<file path="config.mk">
export PLATFORM = sky130hd
export DESIGN_NAME = thermal_status_log
export DESIGN_NICKNAME = d
export VERILOG_FILES = /design/src/rtl/thermlog_pkg.sv /design/src/rtl/thl_rst_sync.sv /design/src/rtl/thl_edge_det.sv /design/src/rtl/thl_mask_check.sv /design/src/rtl/thl_log_bank.sv /design/src/rtl/thermal_status_log.sv
export SDC_FILE = /design/constraint.sdc
export NUM_CORES = 1
export LEC_CHECK = 0
export BUFFER_PORTS_ARGS = -buffer_cell sky130_fd_sc_hd__buf_2
export CAP_MARGIN = 20
export CORE_ASPECT_RATIO = 1.1
export CORE_UTILIZATION = 38
export DETAILED_ROUTE_END_ITERATION = 8
export HOLD_SLACK_MARGIN = 0.12
export PLACE_DENSITY = 0.86
export SYNTH_ARGS = -nofsm -noshare
export SYNTH_HDL_FRONTEND = slang
export SYNTH_SLANG_ARGS = --single-unit
</file>
<file path="constraint.sdc">
create_clock -name clk -period 0.8 [get_ports clk]
set_clock_uncertainty 0.15 [all_clocks]
set_input_delay 0.08 -clock clk [delete_from_list [all_inputs] [get_ports clk]]
set_output_delay 0.08 -clock clk [all_outputs]
set_load 0.03 [all_outputs]
</file>
<file path="src/rtl/thermlog_pkg.sv">
package thermlog_pkg;
  localparam int unsigned TL_WORD_W   = 32;
  localparam int unsigned TL_NUM_COND = 3;
  localparam int unsigned TL_CC_W     = 8;

  typedef logic [TL_CC_W-1:0] tl_ccode_t;

  localparam tl_ccode_t TL_CC_OK  = 8'h40;
  localparam tl_ccode_t TL_CC_BAD = 8'h90;
endpackage

</file>
<file path="src/rtl/thl_rst_sync.sv">
module thl_rst_sync (
  input  logic clk,
  input  logic rst_n,
  output logic rst_sync_n
);
  logic [1:0] sync_q;
  logic [1:0] sync_d;

  always_comb begin
    sync_d = {sync_q[0], 1'b1};
  end

  always_ff @(posedge clk or negedge rst_n) begin
    if (!rst_n) sync_q <= 2'b00;
    else        sync_q <= sync_d;
  end

  assign rst_sync_n = sync_q[1];
endmodule

</file>
<file path="src/rtl/thl_edge_det.sv">
module thl_edge_det #(
  parameter int unsigned NUM_COND = 3
) (
  input  logic                clk,
  input  logic                rst_n,
  input  logic [NUM_COND-1:0] level_i,
  output logic [NUM_COND-1:0] level_q,
  output logic [NUM_COND-1:0] rise_o
);
  logic [NUM_COND-1:0] level_d;

  always_comb begin
    level_d = level_i;
    rise_o  = level_i & ~level_q;
  end

  always_ff @(posedge clk or negedge rst_n) begin
    if (!rst_n) level_q <= '0;
    else        level_q <= level_d;
  end
endmodule

</file>
<file path="src/rtl/thl_mask_check.sv">
module thl_mask_check #(
  parameter int unsigned WORD_W   = 32,
  parameter int unsigned NUM_COND = 3
) (
  input  logic [WORD_W-1:0]   mask_i,
  output logic [NUM_COND-1:0] clr_o,
  output logic                legal_o
);
  logic [WORD_W-1:0] legal_pos;

  for (genvar p = 0; p < WORD_W; p++) begin : g_pos
    if ((p % 2 == 1) && (p < 2 * NUM_COND)) begin : g_log
      assign legal_pos[p] = 1'b1;
    end else begin : g_other
      assign legal_pos[p] = 1'b0;
    end
  end

  for (genvar k = 0; k < NUM_COND; k++) begin : g_clr
    assign clr_o[k] = ~mask_i[2*k+1];
  end

  assign legal_o = ~|(~mask_i & ~legal_pos);
endmodule

</file>
<file path="src/rtl/thl_log_bank.sv">
module thl_log_bank #(
  parameter int unsigned NUM_COND = 3
) (
  input  logic                clk,
  input  logic                rst_n,
  input  logic [NUM_COND-1:0] set_i,
  input  logic [NUM_COND-1:0] clr_i,
  output logic [NUM_COND-1:0] log_q
);
  logic [NUM_COND-1:0] log_d;
  logic                log_en;

  always_comb begin
    log_d  = (log_q & ~clr_i) | set_i;
    log_en = |(set_i | clr_i);
  end

  always_ff @(posedge clk or negedge rst_n) begin
    if (!rst_n)      log_q <= '0;
    else if (log_en) log_q <= log_d;
  end
endmodule

</file>
<file path="src/rtl/thermal_status_log.sv">
module thermal_status_log
  import thermlog_pkg::*;
#(
  parameter int unsigned WORD_W   = TL_WORD_W,
  parameter int unsigned NUM_COND = TL_NUM_COND
) (
  input  logic                clk,
  input  logic                rst_n,
  input  logic [NUM_COND-1:0] therm_status_i,
  input  logic                rd_req_i,
  input  logic [WORD_W-1:0]   rd_mask_i,
  output logic                rd_valid_o,
  output logic [WORD_W-1:0]   rd_word_o,
  output logic [TL_CC_W-1:0]  rd_cc_o
);
  logic                rst_sync_n;
  logic [NUM_COND-1:0] st_q;
  logic [NUM_COND-1:0] rise;
  logic [NUM_COND-1:0] clr_req;
  logic [NUM_COND-1:0] clr_en;
  logic                mask_legal;
  logic [NUM_COND-1:0] log_q;

  logic [WORD_W-1:0]   word_now;
  logic                rsp_valid_q, rsp_valid_d;
  logic [WORD_W-1:0]   rsp_word_q,  rsp_word_d;
  tl_ccode_t           rsp_cc_q,    rsp_cc_d;

  thl_rst_sync u_rst_sync (
    .clk        (clk),
    .rst_n      (rst_n),
    .rst_sync_n (rst_sync_n)
  );

  thl_edge_det #(.NUM_COND(NUM_COND)) u_edge (
    .clk     (clk),
    .rst_n   (rst_sync_n),
    .level_i (therm_status_i),
    .level_q (st_q),
    .rise_o  (rise)
  );

  thl_mask_check #(.WORD_W(WORD_W), .NUM_COND(NUM_COND)) u_mask (
    .mask_i  (rd_mask_i),
    .clr_o   (clr_req),
    .legal_o (mask_legal)
  );

  assign clr_en = (rd_req_i && mask_legal) ? clr_req : '0;

  thl_log_bank #(.NUM_COND(NUM_COND)) u_logs (
    .clk   (clk),
    .rst_n (rst_sync_n),
    .set_i (rise),
    .clr_i (clr_en),
    .log_q (log_q)
  );

  always_comb begin
    word_now = '0;
    for (int k = 0; k < int'(NUM_COND); k++) begin
      word_now[2*k]   = st_q[k];
      word_now[2*k+1] = log_q[k];
    end
  end

  always_comb begin
    rsp_valid_d = rd_req_i;
    rsp_word_d  = word_now;
    rsp_cc_d    = mask_legal ? TL_CC_OK : TL_CC_BAD;
  end

  always_ff @(posedge clk or negedge rst_sync_n) begin
    if (!rst_sync_n) rsp_valid_q <= 1'b0;
    else             rsp_valid_q <= rsp_valid_d;
  end

  always_ff @(posedge clk or negedge rst_sync_n) begin
    if (!rst_sync_n) begin
      rsp_word_q <= '0;
      rsp_cc_q   <= TL_CC_OK;
    end else if (rd_req_i) begin
      rsp_word_q <= rsp_word_d;
      rsp_cc_q   <= rsp_cc_d;
    end
  end

  assign rd_valid_o = rsp_valid_q;
  assign rd_word_o  = rsp_word_q;
  assign rd_cc_o    = rsp_cc_q;
endmodule

</file>
After elaboration in Yosys (flattened, before gate mapping)
Cells that the tools add are included.
{"block": "op_classes", "bitwise": 10, "multipliers": 0, "muxes": 2, "add_sub_neg": 0, "order_cmp": 0, "n_reduce_logical": 4, "shift": 0, "eq_ne": 0, "div": 0}
{"operator": "NOT 32 bit", "count": 1}
{"operator": "OR reduction 29 bit", "count": 1}
{"operator": "2-to-1 mux 8 bit", "count": 1}
{"operator": "bitwise AND 3 bit", "count": 2}
{"operator": "NOT 3 bit", "count": 2}
{"operator": "bitwise OR 3 bit", "count": 2}
{"operator": "2-to-1 mux 3 bit", "count": 1}
{"operator": "NOT 1 bit", "count": 3}
{"operator": "OR reduction 3 bit", "count": 1}
{"operator": "logical AND 1 bit", "count": 1}
{"operator": "logical NOT 1 bit", "count": 1}
{"block": "word_totals", "mem_bits_rw": 0, "rom_bits": 0, "in_bits": 38, "ff_bits": 23, "latch_bits": 0, "mem_count": 0, "elab_cells": 22}

Longest topological paths before layout
Gate-level depths: netlist (run 1).
{"block": "logic_depth", "word_depth": 8, "ltp_mapped": 5, "depth_no_buf": 4}

Modules after synthesis
Synthesis (run 1) repeated with hierarchy kept, for this count alone.
{"block": "unflattened", "cells_unflattened": 86, "hier_area_um2": 985.9}
{"module": "thermal_status_log", "cells_per_inst": 55, "instances": 1, "area_per_inst_um2": 619.3}
{"module": "thl_edge_det", "cells_per_inst": 6, "instances": 1, "area_per_inst_um2": 116.4}
{"module": "thl_log_bank", "cells_per_inst": 9, "instances": 1, "area_per_inst_um2": 108.9}
{"module": "thl_mask_check", "cells_per_inst": 13, "instances": 1, "area_per_inst_um2": 87.6}
{"module": "thl_rst_sync", "cells_per_inst": 3, "instances": 1, "area_per_inst_um2": 53.8}

Worst setup path after synthesis (run 1)
No wires, ideal clock.
{"block": "synth_timing", "path_kind": "input-to-reg", "startpoint": "input rd_req_i", "endpoint": "register u_logs.log_q[0]", "slack_ns": -0.255, "t_arrival_ns": 0.787, "setup_ns": 0.118, "cell_stages": 5, "cell_sequence": "buf_6 > nand4_4 > nor4_4 > nand2_2 > a21o_1"}
{"block": "synth_via", "elab_chain_len": 5, "word_cells_on_any_way": 7}
{"item": "start, declared", "line": "thermal_status_log.sv:10", "source": "input logic rd_req_i,"}
{"item": "logical AND 1 bit (*)", "line": "thermal_status_log.sv:49", "source": "assign clr_en = (rd_req_i && mask_legal) ? clr_req : '0;"}
{"item": "2-to-1 mux 3 bit (*)", "line": "thermal_status_log.sv:49"}
{"item": "NOT 3 bit", "line": "thl_log_bank.sv:14", "source": "log_d = (log_q & ~clr_i) | set_i;"}
{"item": "bitwise AND 3 bit", "line": "thl_log_bank.sv:14"}
{"item": "bitwise OR 3 bit", "line": "thl_log_bank.sv:14"}
{"item": "end signal, assigned", "line": "thl_log_bank.sv:20", "source": "else if (log_en) log_q <= log_d;"}
{"item": "end, declared", "line": "thl_log_bank.sv:8", "source": "output logic [NUM_COND-1:0] log_q"}
Every way passes the cells marked *; elsewhere a longest branch is shown, timed or not.
A chain may end at the register's enable or synchronous reset.

Worst setup path in the final report (run 1)
{"block": "layout_timing", "startpoint": "register rsp_cc_q[6] (netlist: rd_cc_o[6])", "endpoint": "output rd_cc_o[6]"}
{"item": "start, declared", "line": "thermal_status_log.sv:27", "source": "tl_ccode_t rsp_cc_q, rsp_cc_d;"}
{"item": "start signal, assigned", "line": "thermal_status_log.sv:84", "source": "rsp_cc_q <= rsp_cc_d;"}
{"item": "end, declared", "line": "thermal_status_log.sv:14", "source": "output logic [TL_CC_W-1:0] rd_cc_o"}
No word-level cell between the ends.

==> reports/summary.txt, run 1 <==
Status - finished, violations left
Failing checks - hold timing, setup timing
Non-Filler Instances - 171
Total number of H-tree levels - 1
Post-synthesis average cell area - 11.17 um^2
CP Buf/Inv Count - 1
Starting DRT DRC Count - 3
Top delay family on crit path - flip-flops
Total power - 1.832 mW
PortBufs - 47
Total number of vias - 703
Slack of the critical path - -394.4 ps
Drt total wl - 1697 um
Pin count of the biggest net entering global routing - 16
Unrepaired setup endpoints after global routing - true
Crit-path max cell delay - 550 ps
Reg2Reg Setup Slack - -260 ps
R2r worst-path depth - 2
Initial antenna violation count - 0
WL/cell - 9.924 um
Area Overhead vs Synth - 36.00%
Ports - 79
Post-Syn Area - 938.4 um^2
FP Rows - 18
Antenna-violating nets left - 0
Hold crit path type - in -> reg
DIE WIDTH - 49.38 um
Clock tree sinks - 17
Final RePlAce weighted congestion - 0.6523
Kind of critical path - reg -> out
Worst reg2reg endpoint - rd_word_o[4]
CTS buffer count - 3
Critical Path RT - 570 ps
# diodes - 0
Slowest cell on crit path - dfstp_2
Worst vdd ir - 1.196 mV
# Max-Cap Violations - 0
Pwr dens - 1435 nW/um^2
Final setup fails - 21
Initial Utilization - 40.85%
Unique masters post-synth - 18
Post-route minimum period - 1194 ps
DIE HEIGHT - 54.12 um
Clock root buffer - clkbuf_4
Startpoint type of the worst setup path - flip-flop
Hold slack final - -66.03 ps
CTS tree - built
Critical register-to-register path startpoint - rd_word_o[4]
Core area - 2297 um^2
Vias/cell - 4.111
Hold Path Origin - rd_mask_i[5]
Die area - 2672 um^2
Syn Inst Count - 84
CP Capture Type - primary output
Fraction of layout cells with a size suffix above 1 - 54.61%
GRT overflow - 0
Detailed placement HPWL - 1396 um
Drt pass-1 iters - 2
Final hold vios - 7
Levels on crit path - 1
Clock slew at reported path FFs - 90 ps
Placed Cells - 160
CTS max path bufs - 2
Total track usage - 14.52%
Vias in the first global route - 696
Leak Pwr - 0.6395 nW
Residual DRC - 0
CP arrival - 960 ps
Fmax - 837.2 MHz
CP Max Fanout - 2
Crit-path cells - buf_6
Synth warn - 0
Hold EP - u_logs.log_q[2]
First-pass GRT wire length - 2898 um
Sequential area share after synthesis - 45.47%
Pins Over Slew Limit - 0
Yosys reg bits - 17
Clock Latency Late Sink - 290 ps
Worst Hold Depth - 4
Tcrit/Tclk final - 149.3%
Layout Nets - 180
==> worst max path at each step <==
| stage | from | end | slack [ps] |
|---|---|---|---|
| 6_report | rd_cc_o[6] | rd_cc_o[6] | -390 |
| 5_1_grt | rd_cc_o[6] | rd_cc_o[6] | -430 |
| 4_1_cts | rd_cc_o[6] | rd_cc_o[6] | -390 |
| 3_5_place_dp | rd_mask_i[8] | u_logs.log_q[1] | -360 |
| 3_3_place_gp | rd_mask_i[2] | u_logs.log_q[1] | -330 |
| 2_1_floorplan | rd_mask_i[10] | u_logs.log_q[0] | -200 |
==> per-layer routing <==
metal	vias up	share of wire [%]	GRT usage [%]	wire, um
li1	332	-	-	-
met1	320	36	15.32	616
met2	44	54	27.85	909
met3	7	6.9	1.977	117
met4	0	3.1	9.048	53
met5	-	0	0	0
==> state kept, by name (all words and copies together) (netlist names) <==
register / count
rd_cc_o: 2
rd_valid_o: 1
u_rst_sync.sync_q: 2
rd_word_o: 6
u_logs.log_q: 3
u_edge.level_q: 3
==> power by group <==
group	internal [mW]	leakage, nW	switching [mW]
registers	0.892	0.172	0.0202
logic	0.161	0.450	0.315
clock network	0.186	0.0177	0.257
total	1.24	0.639	0.592
==> cells in the final DEF, fill, tap and decap left out <==
cell / synthesis / layout
a21o_1: 3 / 3
dfrtp_1: 16 / 9
dfstp_2: 1 / 1
o21a_1: 1 / 1
clkbuf_4: 0 / 3
mux2_2: 6 / 5
mux2_4: 0 / 1
nand4_4: 1 / 1
o21ai_1: 1 / 3
inv_1: 4 / 3
nor4_2: 1 / 1
nand2_2: 1 / 1
conb_1: 2 / 32
buf_12: 0 / 1
nor4_4: 1 / 1
inv_2: 0 / 1
nand4_1: 5 / 5
nand2_1: 4 / 4
buf_6: 1 / 12
dlygate4sd3_1: 0 / 4
clkinv_2: 0 / 1
nand4_2: 1 / 1
o21ai_2: 0 / 1
buf_4: 32 / 2
dfrtp_2: 0 / 7
buf_2: 0 / 37
==> cells in the mapped netlist <==
cell     instances  share of area (%)
buf_4           32                 26
dfrtp_1         16                 43
mux2_2           6                7.2
nand4_1          5                3.3
inv_1            4                1.6
nand2_1          4                1.6
a21o_1           3                2.4
o21ai_0          3                1.6
conb_1           2               0.80
buf_6            1                1.2
dfstp_2          1                2.8
nand2_2          1               0.67
nand4_2          1                1.3
nand4_4          1                2.3
nor4_2           1                1.3
nor4_4           1                2.3
o21a_1           1               0.80
o21ai_1          1               0.53
==> cell type report <==
cell class	instances	area (um^2)
fillers	193	1021
clock inverters	1	5.005
flip-flops and latches	17	435.4
inverters	4	15.01
multi-input cells	60	365.4
clock buffers	3	22.52
well taps	30	37.54
repair buffers	56	395.4
==> cells by family after synthesis <==
logic type             after synthesis  share of synthesized area [%]
DFF                                 17                          45.47
AOI/OAI and AO/OA                    8                          5.332
muxes                                6                          7.199
buffers and inverters               37                          28.40
and+or+nand+nor                     14                          12.80
other                                2                         0.8003
==> metrics by stage <==
stage / TNS, ps / cell area, um^2 / setup WS (ps) / utilization (%)
after detailed placement: -3051 / 1109 / -359.4 / 48.26
final: -4737 / 1276 / -394.4 / 55.56
after floorplan: -2184 / 1064 / -199.8 / -
after global routing: -5255 / 1276 / -428.4 / 55.56
after CTS: -4693 / 1265 / -392.8 / 55.07
after global placement: -2854 / 1109 / -329.1 / 48.26
==> what timing repair did <==
action	CTS	global route
setup endpoints to repair	21	21
hold buffers	4	3
resized for setup	26	3
hold endpoints to repair	25	24
pin swaps	3	2
buffers inserted	2	2
Note: power is estimated with default switching activity, not from simulation.
==> run 2: changes to the inputs <==
--- a/config.mk
+++ b/config.mk
@@ -8,10 +8,10 @@
 export BUFFER_PORTS_ARGS = -buffer_cell sky130_fd_sc_hd__buf_2
 export CAP_MARGIN = 20
 export CORE_ASPECT_RATIO = 1.1
-export CORE_UTILIZATION = 38
+export CORE_UTILIZATION = 37
 export DETAILED_ROUTE_END_ITERATION = 8
 export HOLD_SLACK_MARGIN = 0.12
-export PLACE_DENSITY = 0.86
+export PLACE_DENSITY = 0.84
 export SYNTH_ARGS = -nofsm -noshare
 export SYNTH_HDL_FRONTEND = slang
 export SYNTH_SLANG_ARGS = --single-unit
==> constraint.sdc (replaced) <==
create_clock -name clk -period 1.2 [get_ports clk]
set_clock_uncertainty 0.15 [all_clocks]
set_input_delay 0.12 -clock clk [delete_from_list [all_inputs] [get_ports clk]]
set_output_delay 0.12 -clock clk [all_outputs]
set_load 0.03 [all_outputs]
==> run 2 against run 1 <==
Compared with the run above:
- the flow finishes with violations (setup timing)
- clock power fell by 35%
- flip-flop and latch count unchanged
- global-route usage down 1.8 points
- critical path type unchanged
- critical endpoint unchanged
==> reports/summary.txt, run 2 (same netlist as run 1, synthesis figures left out) <==
CTS buffer count - 3
Clock tree sinks - 17
Layout Nets - 182
Ports - 79
Final hold vios - 0
Crit-path cells - buf_6
Total track usage - 12.70%
Worst vdd ir - 0.8406 mV
M1 wire length - 542 um
Post-route minimum period - 1226 ps
Placed Cells - 159
PortBufs - 47
Hold slack final - 66.26 ps
Filler cell count - 232
Total number of vias - 697
Fraction of layout cells with a size suffix above 1 - 45.45%
Pin count of the biggest net entering global routing - 16
Slowest cell on crit path - dfstp_2
Leak Pwr - 0.6095 nW
Die area - 2742 um^2
Reg2Reg Setup Slack - 180 ps
Slew margin rel. - 61.63%
Core area - 2320 um^2
GRT overflow - 0
Area Overhead vs Synth - 29.07%
CP arrival - 960 ps
# diodes - 0
Critical register-to-register path startpoint - rd_cc_o[6]
Status - finished, violations left
Critical Path RT - 930 ps
WL/cell - 9.728 um
Initial antenna violation count - 0
DIE HEIGHT - 54.82 um
Clock Latency Late Sink - 280 ps
Commonest non-fill, non-tap cells in the layout - 46 x buf_2, 32 x conb_1, 16 x dfrtp_1, 9 x dlygate4sd3_1, 6 x mux2_2
Drt total wl - 1683 um
Vias in the first global route - 643
Total power - 1.188 mW
Antenna-violating nets left - 0
CTS tree - built
Kind of critical path - reg -> out
Slack of the critical path - -25.76 ps
First-pass GRT wire length - 2615 um
Starting DRT DRC Count - 2
Detailed placement HPWL - 1406 um
Fin area - 1211 um^2
Commonest non-fill, non-tap cell in the layout - buf_2
CTS max path bufs - 2
Placed inst area - 1080 um^2
Vias/cell - 4.029
Clock slew at reported path FFs - 90 ps
Final RePlAce weighted congestion - 0.6108
Tightest Pin Transition - 575.6 ps
Pins Over Slew Limit - 0
Hold crit path type - in -> reg
Failing checks - setup timing
Clock root buffer - clkbuf_4
CP Capture Type - primary output
Hold buffers post-CTS - 9
DIE WIDTH - 50.02 um
Tcrit/Tclk final - 102.1%
Pwr dens - 980.6 nW/um^2
Total number of H-tree levels - 1
Non-Filler Instances - 173
Crit-path max cell delay - 550 ps
# Max-Cap Violations - 0
Final setup fails - 1
Hold Path Origin - rd_mask_i[12]
Pre-CTS WS - -22.87 ps
FP Rows - 18
Drt pass-1 iters - 4
Residual DRC - 0
Top Metal Used - met3
Top delay family on crit path - flip-flops
CP startpoint - rd_cc_o[6]
Startpoint type of the worst setup path - flip-flop
Met3 Wirelength - 157 um
Routed met2 length - 983 um
Unrepaired setup endpoints after global routing - true
CP Buf/Inv Count - 1
Max FFs per register - 6
Initial Utilization - 40.45%
CP Max Fanout - 2
Fmax - 815.8 MHz
run 2: through the flow:
stage / setup TNS [ps] / util [%]
5_1_grt: -52.13 / 52.21
2_1_floorplan: 0 / -
6_report: -25.76 / 52.21
3_3_place_gp: -44.71 / 46.55
3_5_place_dp: -45.23 / 46.55
4_1_cts: -39.53 / 51.89
run 2: worst paths after layout:
check,end,depth (start not counted)
max,rd_cc_o[6],1
min,rd_cc_o[6],5
max reg2reg,rd_cc_o[6],3
min reg2reg,u_edge.level_q[1],0
max in group asynchronous,u_rst_sync.sync_q[0],3
min in group asynchronous,u_edge.level_q[1],0
run 2: power breakdown:
part           switching [mW]  leakage (nW)  internal, mW
clock network           0.165        0.0177         0.124
registers              0.0173         0.177         0.593
logic                   0.200         0.415        0.0888
total                   0.383         0.610         0.805
run 2: timing repair:
item,4_1_cts,5_1_grt
hold endpoints to repair,24,1
endpoints found under the setup margin,1,1
setup buffers,0,1
resized for setup,2,0
run 2: layout make-up:
| type | count | area [um^2] | share of cell area, % |
|---|---|---|---|
| clock buffers | 3 | 22.52 | 1.860 |
| clock inverters | 1 | 5.005 | 0.4132 |
| inverters | 4 | 15.01 | 1.240 |
| multi-input cells | 60 | 357.8 | 29.55 |
| flip-flops and latches | 17 | 426.7 | 35.23 |
| well taps | 30 | 37.54 | 3.099 |
| repair buffers | 58 | 346.6 | 28.62 |
run 2: routing by layer:
metal | up-vias | GRT usage, %
met5 | - | 0
met4 | 0 | 2.857
met3 | 0 | 1.944
met2 | 49 | 28.67
met1 | 316 | 11.59
li1 | 332 | -
==> run 3: changes to the inputs <==
--- a/config.mk
+++ b/config.mk
@@ -8,10 +8,10 @@
 export BUFFER_PORTS_ARGS = -buffer_cell sky130_fd_sc_hd__buf_2
 export CAP_MARGIN = 20
 export CORE_ASPECT_RATIO = 1.1
-export CORE_UTILIZATION = 37
+export CORE_UTILIZATION = 38
 export DETAILED_ROUTE_END_ITERATION = 8
 export HOLD_SLACK_MARGIN = 0.12
-export PLACE_DENSITY = 0.84
+export PLACE_DENSITY = 0.86
 export SYNTH_ARGS = -nofsm -noshare
 export SYNTH_HDL_FRONTEND = slang
 export SYNTH_SLANG_ARGS = --single-unit
==> constraint.sdc (replaced) <==
create_clock -name clk -period 1.2 [get_ports clk]
set_clock_uncertainty 0.15 [all_clocks]
set_input_delay 0.12 -clock clk [delete_from_list [all_inputs] [get_ports clk]]
set_output_delay 0.12 -clock clk [all_outputs]
set_load 0.02 [all_outputs]
==> run 3 against run 2 <==
Compared with the run above:
- sequential share of layout area rose by 0.26 points
- via count is 1.1% higher
- largest cell class unchanged
- critical path type unchanged
- flip-flop and latch count unchanged
- highest routed layer unchanged
- the run still ends with setup timing left
- largest power group unchanged
- cell area decreased by 0.72%
- die area decreased by 2.5%
==> reports/summary.txt, run 3 (same netlist as run 1, synthesis figures left out) <==
Status - finished, violations left
Failing checks - setup timing
# Max-Cap Violations - 0
Leak Pwr - 0.6013 nW
Clk pwr share - 25.1%
CTS tree - built
Clock tree sinks - 17
Pin count of the biggest net entering global routing - 16
Placed inst area - 1080 um^2
Clock slew at reported path FFs - 90 ps
Starting DRT DRC Count - 3
Total track usage - 13.18%
Filler cell count - 209
Kind of critical path - reg -> out
Ports - 79
CP arrival - 940 ps
CP startpoint - rd_cc_o[6]
Detailed placement HPWL - 1389 um
CTS buffer count - 3
Tightest Pin Transition - 562.7 ps
First-pass GRT wire length - 2628 um
Unrepaired setup endpoints after global routing - true
Post-CTS setup buffers - 0
R2r worst-path depth - 3
CP Max Fanout - 2
Pwr dens - 942.0 nW/um^2
WL/cell - 9.942 um
Slew margin rel. - 62.48%
Fraction of layout cells with a size suffix above 1 - 44.37%
DIE HEIGHT - 54.12 um
DIE WIDTH - 49.38 um
CP Capture Type - primary output
Slack of the critical path - -8.902 ps
Crit-path cells - buf_6
Int Pwr - 0.8103 mW
Hold EP - rd_cc_o[6]
Fmax - 827.2 MHz
Initial antenna violation count - 0
PortBufs - 47
Total power - 1.133 mW
Vias in the first global route - 682
Startpoint type of the worst setup path - flip-flop
Post-Route Setup TNS - -8.902 ps
Final setup fails - 1
Sequential power share - 53.9%
Worst vdd ir - 0.8296 mV
Critical Path RT - 930 ps
Placed Cells - 159
Core area - 2297 um^2
Pins Over Slew Limit - 0
Area Overhead vs Synth - 28.13%
Hold buffers post-CTS - 9
Fin area - 1202 um^2
Final RePlAce weighted congestion - 0.6435
Drt pass-1 iters - 4
Reg2Reg Setup Slack - 200 ps
Worst reg2reg endpoint - u_logs.log_q[1]
Hold slack final - 65.37 ps
Layout Nets - 181
Hold Path Origin - rd_mask_i[12]
Comb power frac - 21.0%
Hold crit path type - in -> reg
Commonest non-fill, non-tap cells in the layout - 46 x buf_2, 32 x conb_1, 16 x dfrtp_1, 9 x dlygate4sd3_1, 6 x mux2_2
Drt total wl - 1710 um
# diodes - 0
Max FFs per register - 6
Sw frac - 28.46%
Total number of vias - 705
Clock root buffer - clkbuf_4
Crit-path max cell delay - 550 ps
Die area - 2672 um^2
Slowest cell on crit path - dfstp_2
Total number of H-tree levels - 1
Tcrit/Tclk final - 100.7%
Fin util - 52.34%
Initial Utilization - 40.85%
Worst Hold Depth - 5
Commonest non-fill, non-tap cell in the layout - buf_2
CP Buf/Inv Count - 1
Vias/cell - 4.099
Pre-CTS WS - -58.14 ps
Sw power - 0.3224 mW
Residual DRC - 0
Antenna-violating nets left - 0
Critical register-to-register path startpoint - u_logs.log_q[1]
Footprint of the multi-input gates - 357.8 um^2
Post-route minimum period - 1209 ps
Non-Filler Instances - 172
Final hold vios - 0
CTS max path bufs - 2
Top delay family on crit path - flip-flops
FP Rows - 18
Clock Latency Late Sink - 280 ps
GRT overflow - 0
Register Area - 426.7 um^2
-- run 3: worst max-delay path by stage --
stage,slack [ps],to,cells after the start
6_report,-9,rd_cc_o[6],1
3_3_place_gp,-90,u_logs.log_q[0],5
5_1_grt,-50,rd_cc_o[6],1
3_5_place_dp,-60,u_logs.log_q[1],5
4_1_cts,-30,rd_cc_o[6],1
2_1_floorplan,100,u_logs.log_q[0],5
-- run 3: repair_timing --
action | 4_1_cts | 5_1_grt
gates cloned | 0 | 0
gates resized for setup | 2 | 0
endpoints found under the hold margin | 24 | 1
pin swaps | 0 | 0
setup endpoints to repair | 1 | 1
-- run 3: final cells by class --
type	count	share of cell area, %
multi-input combinational	60	29.76
sequential	17	35.48
tap	30	3.122
inverter	4	1.249
timing repair buffer	57	28.20
clock buffer	4	2.185
-- run 3: power by group through the flow --
stage,sequential (mW),combinational [mW],clock [mW]
2_1_floorplan,0.633,0.196,0
3_3_place_gp,0.620,0.213,0
3_5_place_dp,0.622,0.215,0
4_1_cts,0.611,0.237,0.302
5_1_grt,0.615,0.258,0.326
6_report,0.610,0.238,0.284
-- run 3: layer usage --
layer	track usage [%]	part of all wire (%)
met5	0	0
met4	5.714	0
met3	2.260	10
met2	27.63	56
met1	12.72	33
